## config.mk

```make
export PLATFORM = sky130hd
export DESIGN_NAME = cellQueueMgr
export DESIGN_NICKNAME = d
export VERILOG_FILES = /design/src/rtl/qmPkg.sv /design/src/rtl/qmCtrl.sv /design/src/rtl/qmDatapath.sv /design/src/rtl/cellQueueMgr.sv
export SDC_FILE = /design/constraint.sdc
export NUM_CORES = 1
export LEC_CHECK = 0
export BUFFER_PORTS_ARGS = -buffer_cell sky130_fd_sc_hd__buf_2
export CORE_MARGIN = 4
export CORE_UTILIZATION = 40
export DETAILED_ROUTE_END_ITERATION = 16
export PLACE_DENSITY = 0.56
export SLEW_MARGIN = 20
export SYNTH_ARGS = -nofsm -noshare
export SYNTH_HDL_FRONTEND = slang
export SYNTH_SLANG_ARGS = --single-unit
```

## constraint.sdc

```tcl
create_clock -name clk -period 7 [get_ports clk]
set_input_delay 1.05 -clock clk [delete_from_list [all_inputs] [get_ports clk]]
set_output_delay 1.05 -clock clk [all_outputs]
set_load 0.005 [all_outputs]
```

## src/rtl/qmPkg.sv

```systemverilog
package qmPkg;

  // Per-cycle strobes issued by the control unit to the datapath.
  typedef struct packed {
    logic pushCell;   // store the offered cell and link it onto its queue
    logic popCell;    // unlink the head of the selected queue
    logic countDrop;  // offered cell is discarded for lack of space
  } qmStrobe_t;

endpackage

```

## src/rtl/qmCtrl.sv

```systemverilog
module qmCtrl
  import qmPkg::*;
#(
  parameter int NUM_PORTS = 4,
  parameter int PORT_W    = $clog2(NUM_PORTS)
) (
  input  logic                 clk,
  input  logic                 rstN,
  input  logic                 wrValid,
  input  logic [PORT_W-1:0]    wrDest,
  input  logic                 rdEnable,
  input  logic [NUM_PORTS-1:0] queueEmpty,
  input  logic                 freeEmpty,
  output qmStrobe_t            strobe,
  output logic [PORT_W-1:0]    pushQueue,
  output logic [PORT_W-1:0]    popQueue
);

  logic [PORT_W-1:0] lastServed;
  logic [PORT_W-1:0] pick;
  logic              anyReady;

  // Cyclic search starting one past the queue served last.
  always_comb begin
    int s;
    anyReady = 1'b0;
    pick     = lastServed;
    for (int k = 1; k <= NUM_PORTS; k++) begin
      s = int'(lastServed) + k;
      if (s >= NUM_PORTS) s = s - NUM_PORTS;
      if (!anyReady && !queueEmpty[s]) begin
        anyReady = 1'b1;
        pick     = s[PORT_W-1:0];
      end
    end
  end

  always_comb begin
    strobe.popCell   = rdEnable & anyReady;
    strobe.pushCell  = wrValid & ~freeEmpty;
    strobe.countDrop = wrValid & freeEmpty;
    pushQueue        = wrDest;
    popQueue         = pick;
  end

  always_ff @(posedge clk) begin
    if (!rstN) begin
      lastServed <= PORT_W'(NUM_PORTS - 1);
    end else if (strobe.popCell) begin
      lastServed <= pick;
    end
  end

endmodule

```

## src/rtl/qmDatapath.sv

```systemverilog
module qmDatapath
  import qmPkg::*;
#(
  parameter int NUM_PORTS = 4,
  parameter int DEPTH     = 8,
  parameter int DATA_W    = 8,
  parameter int DROP_W    = 8,
  parameter int PORT_W    = $clog2(NUM_PORTS),
  parameter int ADDR_W    = $clog2(DEPTH),
  parameter int CNT_W     = ADDR_W + 1
) (
  input  logic                 clk,
  input  logic                 rstN,
  input  qmStrobe_t            strobe,
  input  logic [PORT_W-1:0]    pushQueue,
  input  logic [PORT_W-1:0]    popQueue,
  input  logic [DATA_W-1:0]    wrData,
  output logic                 freeEmpty,
  output logic [NUM_PORTS-1:0] queueEmpty,
  output logic                 rdValid,
  output logic [PORT_W-1:0]    rdPort,
  output logic [DATA_W-1:0]    rdData,
  output logic [DROP_W-1:0]    dropCount
);

  // Storage: cell payloads and link words (no reset needed).
  logic [DATA_W-1:0] cellMem [DEPTH];
  logic [ADDR_W-1:0] nextPtr [DEPTH];

  // Idle-address pool as a circular buffer.
  logic [ADDR_W-1:0] freeList [DEPTH];
  logic [ADDR_W-1:0] freeRd, freeWr;
  logic [CNT_W-1:0]  freeCnt;

  // Per-output queue ends.
  logic [ADDR_W-1:0]    headPtr [NUM_PORTS];
  logic [ADDR_W-1:0]    tailPtr [NUM_PORTS];
  logic [NUM_PORTS-1:0] emptyQ;

  logic [ADDR_W-1:0] newAddr, oldHead;
  logic              lastCell, appendFresh;

  function automatic logic [ADDR_W-1:0] bump(input logic [ADDR_W-1:0] a);
    return (a == ADDR_W'(DEPTH - 1)) ? '0 : a + 1'b1;
  endfunction

  always_comb begin
    newAddr     = freeList[freeRd];
    oldHead     = headPtr[popQueue];
    lastCell    = (headPtr[popQueue] == tailPtr[popQueue]);
    appendFresh = emptyQ[pushQueue] |
                  (strobe.popCell & (popQueue == pushQueue) & lastCell);
    freeEmpty   = (freeCnt == '0);
  end

  // Payload and link storage.
  always_ff @(posedge clk) begin
    if (strobe.pushCell) begin
      cellMem[newAddr] <= wrData;
      if (!appendFresh) nextPtr[tailPtr[pushQueue]] <= newAddr;
    end
  end

  // Queue ends, idle pool, read register.
  always_ff @(posedge clk) begin
    if (!rstN) begin
      for (int i = 0; i < DEPTH; i++) freeList[i] <= ADDR_W'(i);
      for (int p = 0; p < NUM_PORTS; p++) begin
        headPtr[p] <= '0;
        tailPtr[p] <= '0;
      end
      emptyQ  <= '1;
      freeRd  <= '0;
      freeWr  <= '0;
      freeCnt <= CNT_W'(DEPTH);
      rdValid <= 1'b0;
      rdPort  <= '0;
      rdData  <= '0;
    end else begin
      rdValid <= strobe.popCell;
      if (strobe.popCell) begin
        rdPort           <= popQueue;
        rdData           <= cellMem[oldHead];
        freeList[freeWr] <= oldHead;
        freeWr           <= bump(freeWr);
        if (lastCell) emptyQ[popQueue] <= 1'b1;
        else          headPtr[popQueue] <= nextPtr[oldHead];
      end
      if (strobe.pushCell) begin
        freeRd <= bump(freeRd);
        tailPtr[pushQueue] <= newAddr;
        if (appendFresh) begin
          headPtr[pushQueue] <= newAddr;
          emptyQ[pushQueue]  <= 1'b0;
        end
      end
      freeCnt <= freeCnt + CNT_W'(strobe.popCell) - CNT_W'(strobe.pushCell);
    end
  end

  // Saturating drop counter.
  always_ff @(posedge clk) begin
    if (!rstN)                                   dropCount <= '0;
    else if (strobe.countDrop && dropCount != '1) dropCount <= dropCount + 1'b1;
  end

  assign queueEmpty = emptyQ;

endmodule

```

## src/rtl/cellQueueMgr.sv

```systemverilog
module cellQueueMgr
  import qmPkg::*;
#(
  parameter int NUM_PORTS = 4,
  parameter int DEPTH     = 8,
  parameter int DATA_W    = 8,
  parameter int DROP_W    = 8,
  localparam int PORT_W   = $clog2(NUM_PORTS)
) (
  input  logic                 clk,
  input  logic                 rstN,
  input  logic                 wrValid,
  input  logic [PORT_W-1:0]    wrDest,
  input  logic [DATA_W-1:0]    wrData,
  input  logic                 rdEnable,
  output logic                 rdValid,
  output logic [PORT_W-1:0]    rdPort,
  output logic [DATA_W-1:0]    rdData,
  output logic [NUM_PORTS-1:0] queueEmpty,
  output logic [DROP_W-1:0]    dropCount
);

  qmStrobe_t         strobe;
  logic [PORT_W-1:0] pushQueue, popQueue;
  logic              freeEmpty;

  qmCtrl #(.NUM_PORTS(NUM_PORTS), .PORT_W(PORT_W)) uCtrl (
    .clk(clk), .rstN(rstN), .wrValid(wrValid), .wrDest(wrDest),
    .rdEnable(rdEnable), .queueEmpty(queueEmpty), .freeEmpty(freeEmpty),
    .strobe(strobe), .pushQueue(pushQueue), .popQueue(popQueue)
  );

  qmDatapath #(
    .NUM_PORTS(NUM_PORTS), .DEPTH(DEPTH), .DATA_W(DATA_W),
    .DROP_W(DROP_W), .PORT_W(PORT_W)
  ) uData (
    .clk(clk), .rstN(rstN), .strobe(strobe), .pushQueue(pushQueue),
    .popQueue(popQueue), .wrData(wrData), .freeEmpty(freeEmpty),
    .queueEmpty(queueEmpty), .rdValid(rdValid), .rdPort(rdPort),
    .rdData(rdData), .dropCount(dropCount)
  );

endmodule

```

**After elaboration in Yosys (flattened, before gate mapping)**

Memories as Yosys holds them, arrays and structs flattened. A register that Yosys moved wholly into a read port is not among the register bits.
Cells that the tools add are included.

- $add $sub $neg: 13
- Order comparisons: 12
- Equality and inequality tests: 5
- Muxes and demuxes: 70
- Bitwise gates (word level): 10
- Reductions and logical operators: 17

Operator list:

| kind | count |
|---|---|
| 32-bit by 4-bit >= comparator with 1-bit output (second input constant) | 4 |
| 32-bit by 4-bit less-than comparator with 1-bit output (second input constant) | 4 |
| 32-bit 2-to-1 mux | 4 |
| 32-bit by 4-bit subtractor with 32-bit output (second input constant) | 4 |
| 1-bit 2-to-1 mux | 38 |
| 3-bit 2-to-1 mux | 9 |
| 4-bit 2-to-1 mux | 5 |
| 2-bit 2-to-1 mux | 7 |
| 3-bit OR reduction | 4 |
| 1-bit binary-select mux with 2-bit select | 5 |
| 8-bit by 1-bit adder with 8-bit output (second input constant) | 1 |
| 8-bit inequality test (second input constant) | 1 |
| 2-bit by 2-bit adder with 3-bit output (second input constant) | 2 |
| 3-bit by 1-bit adder with 3-bit output (second input constant) | 2 |
| 3-bit equality test (second input constant) | 2 |
| 1-bit logical AND | 6 |
| 1-bit zero test | 6 |
| 2-bit by 3-bit less-than comparator with 1-bit output (second input constant) | 2 |
| 1-bit AND | 5 |
| 2-bit by 3-bit adder with 4-bit output (second input constant) | 1 |
| 4-bit by 1-bit adder with 4-bit output | 1 |
| 4-bit AND | 1 |
| 1-bit demux with 2-bit select | 2 |
| 2-bit by 1-bit >= comparator with 1-bit output (second input constant) | 2 |
| 9 further kinds | 9 |

- Register bits after elaboration: 27
- Memory bits (writable): 136
- Output and inout port bits: 23
- Logic and storage cells: 140
- Memories kept: 5

Memories:

| memory | words | bits a word | read ports | clocked after Yosys merged registers in | wr ports | RTL line | source |
|---|---|---|---|---|---|---|---|
| uData.cellMem | 8 | 8 | 1 | 1 | 1 | qmDatapath.sv:27 | `logic [DATA_W-1:0] cellMem [DEPTH];` |
| uData.freeList | 8 | 3 | 1 | 1 | 8 | qmDatapath.sv:31 | `logic [ADDR_W-1:0] freeList [DEPTH];` |
| uData.nextPtr | 8 | 3 | 1 | 0 | 1 | qmDatapath.sv:28 | `logic [ADDR_W-1:0] nextPtr [DEPTH];` |
| uData.headPtr | 4 | 3 | 1 | 0 | 4 | qmDatapath.sv:36 | `logic [ADDR_W-1:0] headPtr [NUM_PORTS];` |
| uData.tailPtr | 4 | 3 | 2 | 0 | 4 | qmDatapath.sv:37 | `logic [ADDR_W-1:0] tailPtr [NUM_PORTS];` |

**Depth between registers and ports, before layout**

- Depth after elaboration: 26
- Mapped depth: 13

**Hierarchy**

Synthesis repeated with hierarchy kept, for this count alone.

- Cell total of the unflattened synthesis: 570
- Area, all modules: 7714.9 um2

By module, submodules not included:

| module | instances | cells an instance | area an instance (um2) | sequential area each (um2) |
|---|---|---|---|---|
| qmDatapath | 1 | 543 | 7507.2 | 4804.6 |
| qmCtrl | 1 | 27 | 207.7 | 40.0 |

**Least setup slack after synthesis**

OpenSTA, ideal clock, no wires.

- Kind: in2reg
- Start: input port wrDest[1]
- End: memory uData.nextPtr[2][0] (netlist name), enable pin
- Setup time: 0.371 ns
- Data arrival time: 2.659 ns
- Required time: 6.629 ns
- Path slack: 3.970 ns
- Stages: 4
- Path through: clkbuf_1 > mux4_2 > nor3_1 > nor4bb_1

- Word-level cells in the longest chain between the ends: 7

RTL lines:

| element | RTL line | source |
|---|---|---|
| start, declared | cellQueueMgr.sv:13 | `input logic [PORT_W-1:0] wrDest,` |
| 2-bit equality test | qmDatapath.sv:52 | `(strobe.popCell & (popQueue == pushQueue) & lastCell);` |
| 1-bit AND (2 in series) | qmDatapath.sv:52 |  |
| 1-bit OR | qmDatapath.sv:51 | `appendFresh = emptyQ[pushQueue] \|` |
| 1-bit 2-to-1 mux | qmDatapath.sv:60 | `if (!appendFresh) nextPtr[tailPtr[pushQueue]] <= newAddr;` |
| 1-bit 2-to-1 mux | qmDatapath.sv:58 | `if (strobe.pushCell) begin` |
| 1-bit 2-to-1 mux (not written as such) | qmDatapath.sv:60 |  |
| end, declared | qmDatapath.sv:28 |  |

Parallel ways exist; a longest one is shown, timed or not. The select of a mux whose other input is x is not followed.

**Final worst setup path**

- Start: register uData.emptyQ[3], in the netlist uData.queueEmpty[3]
- End: memory uData.nextPtr[4][1] (netlist name), enable pin

- Word-level cells in the longest chain between the ends: 19

RTL lines:

| element | RTL line | source |
|---|---|---|
| start, declared | qmDatapath.sv:38 | `logic [NUM_PORTS-1:0] emptyQ;` |
| start signal, assigned | qmDatapath.sv:72 | `emptyQ <= '1;` |
| start signal, assigned by index | qmDatapath.sv:86 | `if (lastCell) emptyQ[popQueue] <= 1'b1;` |
| start signal, assigned by index | qmDatapath.sv:94 | `emptyQ[pushQueue] <= 1'b0;` |
| 1-bit binary-select mux with 2-bit select | qmCtrl.sv:31 | `if (!anyReady && !queueEmpty[s]) begin` |
| 1-bit 2-to-1 mux (not written as such) (2 in series) | qmCtrl.sv:31 |  |
| 1-bit zero test | qmCtrl.sv:31 |  |
| 1-bit logical AND | qmCtrl.sv:31 |  |
| 1-bit 2-to-1 mux | qmCtrl.sv:31 |  |
| 1-bit zero test | qmCtrl.sv:31 |  |
| 1-bit logical AND | qmCtrl.sv:31 |  |
| 1-bit 2-to-1 mux | qmCtrl.sv:31 |  |
| (+2 left out) | -- |  |
| 2-bit 2-to-1 mux / 1-bit 2-to-1 mux (equally long branches) | qmCtrl.sv:31 |  |
| memory read 4 x 3 bit, or another cell as far along | -- |  |
| 3-bit equality test / 1-bit AND (equally long branches) | qmDatapath.sv:50, qmDatapath.sv:52 |  |
| 1-bit AND | qmDatapath.sv:52 |  |
| 1-bit OR (*) | qmDatapath.sv:51 |  |
| 1-bit 2-to-1 mux (*) | qmDatapath.sv:60 |  |
| 1-bit 2-to-1 mux (*) | qmDatapath.sv:58 |  |
| 1-bit 2-to-1 mux (not written as such) (*) | qmDatapath.sv:60 |  |

Every way passes the cells marked *; elsewhere a longest branch is shown, timed or not. The select of a mux whose other input is x is not followed.

==> reports/metrics.yaml <==
status: "finished, final reports clean"
grt_use_total: 0.1679
drc: 0
slowest_stage: "nor4bb_1"
cts.repair.resized: 0
netlist_area_um2: 7752
netlist_top_cells_area: "edfxtp_1, dfxtp_1, mux2i_1"
crit_fanout: 26
regToRegStartpoint: "uData.queueEmpty[3]"
portBuffers: 36
tightest_slew_ns: 1.057
cts-root-buf: "clkbuf_16"
synth_fp_nets: 637
worstPathCellList: "nor2b_1 -> o21bai_1 -> nand3_2 -> mux2i_1 -> mux2_4 -> xnor2_1 -> nor4_4 -> nor3_1 -> nor4bb_1"
critPathLaunchType: "register"
fin_crit_ns: 3.790
maxCapViolations: 0
worst_setup_path_end_kind: "register"
powerDensity_nw_per_um2: 337.7
yosysWarnings: 0
drive_gt1_frac: 0.1494
final.period_utilization: 0.5414
cts_buffers: 17
cts_tree: "yes"
worstHoldStart: "uData.freeRd[2]"
synth_ff_type: "edfxtp_1"
grt_pass1_vias: 4917
grt_overflow: 0
die_h_um: 147.2
vias_per_cell: 5.364
drv_slew: 0
ys_seq_area_frac: 0.6249
drt_iter0_markers: 404
yosysTopAreaCell: "edfxtp_1"
firstDrtPassIters: 5
start_util: 0.4103
dpl.hpwl_um: 12120
drt-total-wl_um: 17730
crit_start: "uData.queueEmpty[3]"
die_area_um2: 21670
gp_congestion: 0.8305
leakage_nw: 3.175
wl_per_cell_um: 19.35
hold_viol_final: 0
synthDominantCellAreaShare: 0.5268
finish.utilization: 0.4625
row_count: 50
synth_edf_count: 136
antenna_found_initial: 0
layout-area-overhead-vs-synth_pct: 12.72
postCtsHoldBufs: 0
synth_cells: 612
hp-class: "reg -> reg"
required_ns: 7.06
finalSetupViolations: 0
ant_nets: 0
worstSetupPathType: "reg -> reg"
cts_buffer_depth: 2
cts_setup_buffers: 0
ys_seq_elements: 174
grt_pass1_wl_um: 28030
io_pins: 37
slowest_delay_ns: 0.53
cts.htree.levels: 4
critical_path_arrival_ns: 3.85
clk-insertion-delay-late_ns: 0.42
ys_types: 61
numClockSinks: 174
slew_headroom: 0.2926
tns_ns: 0
via_count: 4913
synth-async-reset-ratio: 0
avgSynthCellArea_um2: 12.67
insertedDiodeCount: 0
fin_nets: 668
ir_drop_uv: 186.6
die_w_um: 147.2
cts.clk_slew.worst_paths_ns: 0.07
grt_max_degree: 36
coreArea_um2: 18890
rsz0062_at_grt: "false"
fin_worst_skew_ns: 0.01164
max_freq_mhz: 263.9
-- area by class of cell --
| type | count | area, um^2 |
|---|---|---|
| clock buffer | 19 | 454.2 |
| multi-input combinational | 395 | 2708 |
| tap | 260 | 325.3 |
| sequential | 174 | 4845 |
| clock inverter | 13 | 136.4 |
| fill | 1745 | 10150 |
| inverter | 14 | 52.55 |
| timing repair buffer | 41 | 217.7 |
-- cells by family (layout without fill, tap and decap cells) --
group                    count (synthesis)  after routing  synth area share
AO/OA/AOI/OAI                           93             93           0.08118
XOR/XNOR                                12             12           0.01695
adder cells (fa/ha/maj)                 11             11           0.01872
buffers and inverters                   43             87           0.02695
flip-flops                             174            174            0.6249
multiplexers                            62             62           0.09958
AND/OR/NAND/NOR                        217            217            0.1317
-- power by group --
part / internal, W / switching (W)
Clock: 0.000548 / 0.000395
Combinational: 0.000266 / 0.000483
Sequential: 0.00121 / 0.0000465
-- cells in the mapped netlist (7+ instances only) --
| library cell | n |
|---|---|
| edfxtp_1 | 136 |
| nand2_1 | 87 |
| nor2_1 | 66 |
| mux2i_1 | 45 |
| dfxtp_1 | 38 |
| a21oi_1 | 24 |
| clkbuf_1 | 19 |
| o21ai_0 | 18 |
| a32oi_1 | 16 |
| inv_1 | 13 |
| ha_1 | 10 |
| mux4_2 | 10 |
| nand3_1 | 8 |
| or3_1 | 7 |
-- metrics by stage --
stage | power (W) | instances | hold slack, ns | instance area, um^2 | setup WS (ns)
floorplan | 0.001832 | 612 | 0.4547 | 7752 | 3.970
global placement | 0.002015 | 884 | 0.4871 | 8148 | 3.397
detailed placement | 0.002034 | 884 | 0.4838 | 8148 | 3.269
CTS | 0.002974 | 916 | 0.4944 | 8738 | 3.243
global route | 0.003103 | 916 | 0.5370 | 8738 | 2.960
finish | 0.002951 | 916 | 0.4965 | 8738 | 3.210
-- critical path, delay by kind of cell, from the launching register on --
| kind | cells | cell delay (ns) |
|---|---|---|
| and+or+nand+nor | 5 | 1.52 |
| DFF | 1 | 0.44 |
| xor gates and xnor gates | 1 | 0.29 |
| AOI/OAI and AO/OA | 1 | 0.23 |
| muxes | 2 | 0.94 |
-- metal layers --
metal / global-route usage / share of wire
met1: 0.2296 / 0.46
met2: 0.2698 / 0.48
met3: 0.03115 / 0.041
met4: 0.05918 / 0.015
met5: 0 / 0
-- flip-flops by register name, summed over array words and instances, names as in the netlist, 4 cells and up, named ones only --
name / flops
uData.cellMem: 64
uData.dropCount: 8
uData.freeCnt: 4
uData.freeList: 24
uData.headPtr: 12
uData.nextPtr: 24
uData.queueEmpty: 4
uData.rdData: 8
uData.tailPtr: 12
-- placed cells by master, fill, tap and decap left out, types with 6 or more instances in the layout --
master / count
nand2_1: 87
edfxtp_1: 136
buf_2: 36
a32oi_1: 16
ha_1: 10
mux2i_1: 45
o2bb2ai_1: 6
inv_1: 13
dfxtp_1: 38
clkbuf_16: 18
or3_1: 7
a21oi_1: 24
o21ai_0: 18
mux4_2: 10
nor2_1: 66
nor3_1: 6
nand3_1: 8
-- final timing paths --
path	cells after the start	end	slack, ns
hold / removal	2	uData.freeRd[2]	0.50
setup reg to reg	9	uData.nextPtr[4][1]	3.21
setup / recovery	9	uData.nextPtr[4][1]	3.21
hold reg to reg	2	uData.freeRd[2]	0.50
Note: power is estimated with default switching activity, not from simulation.
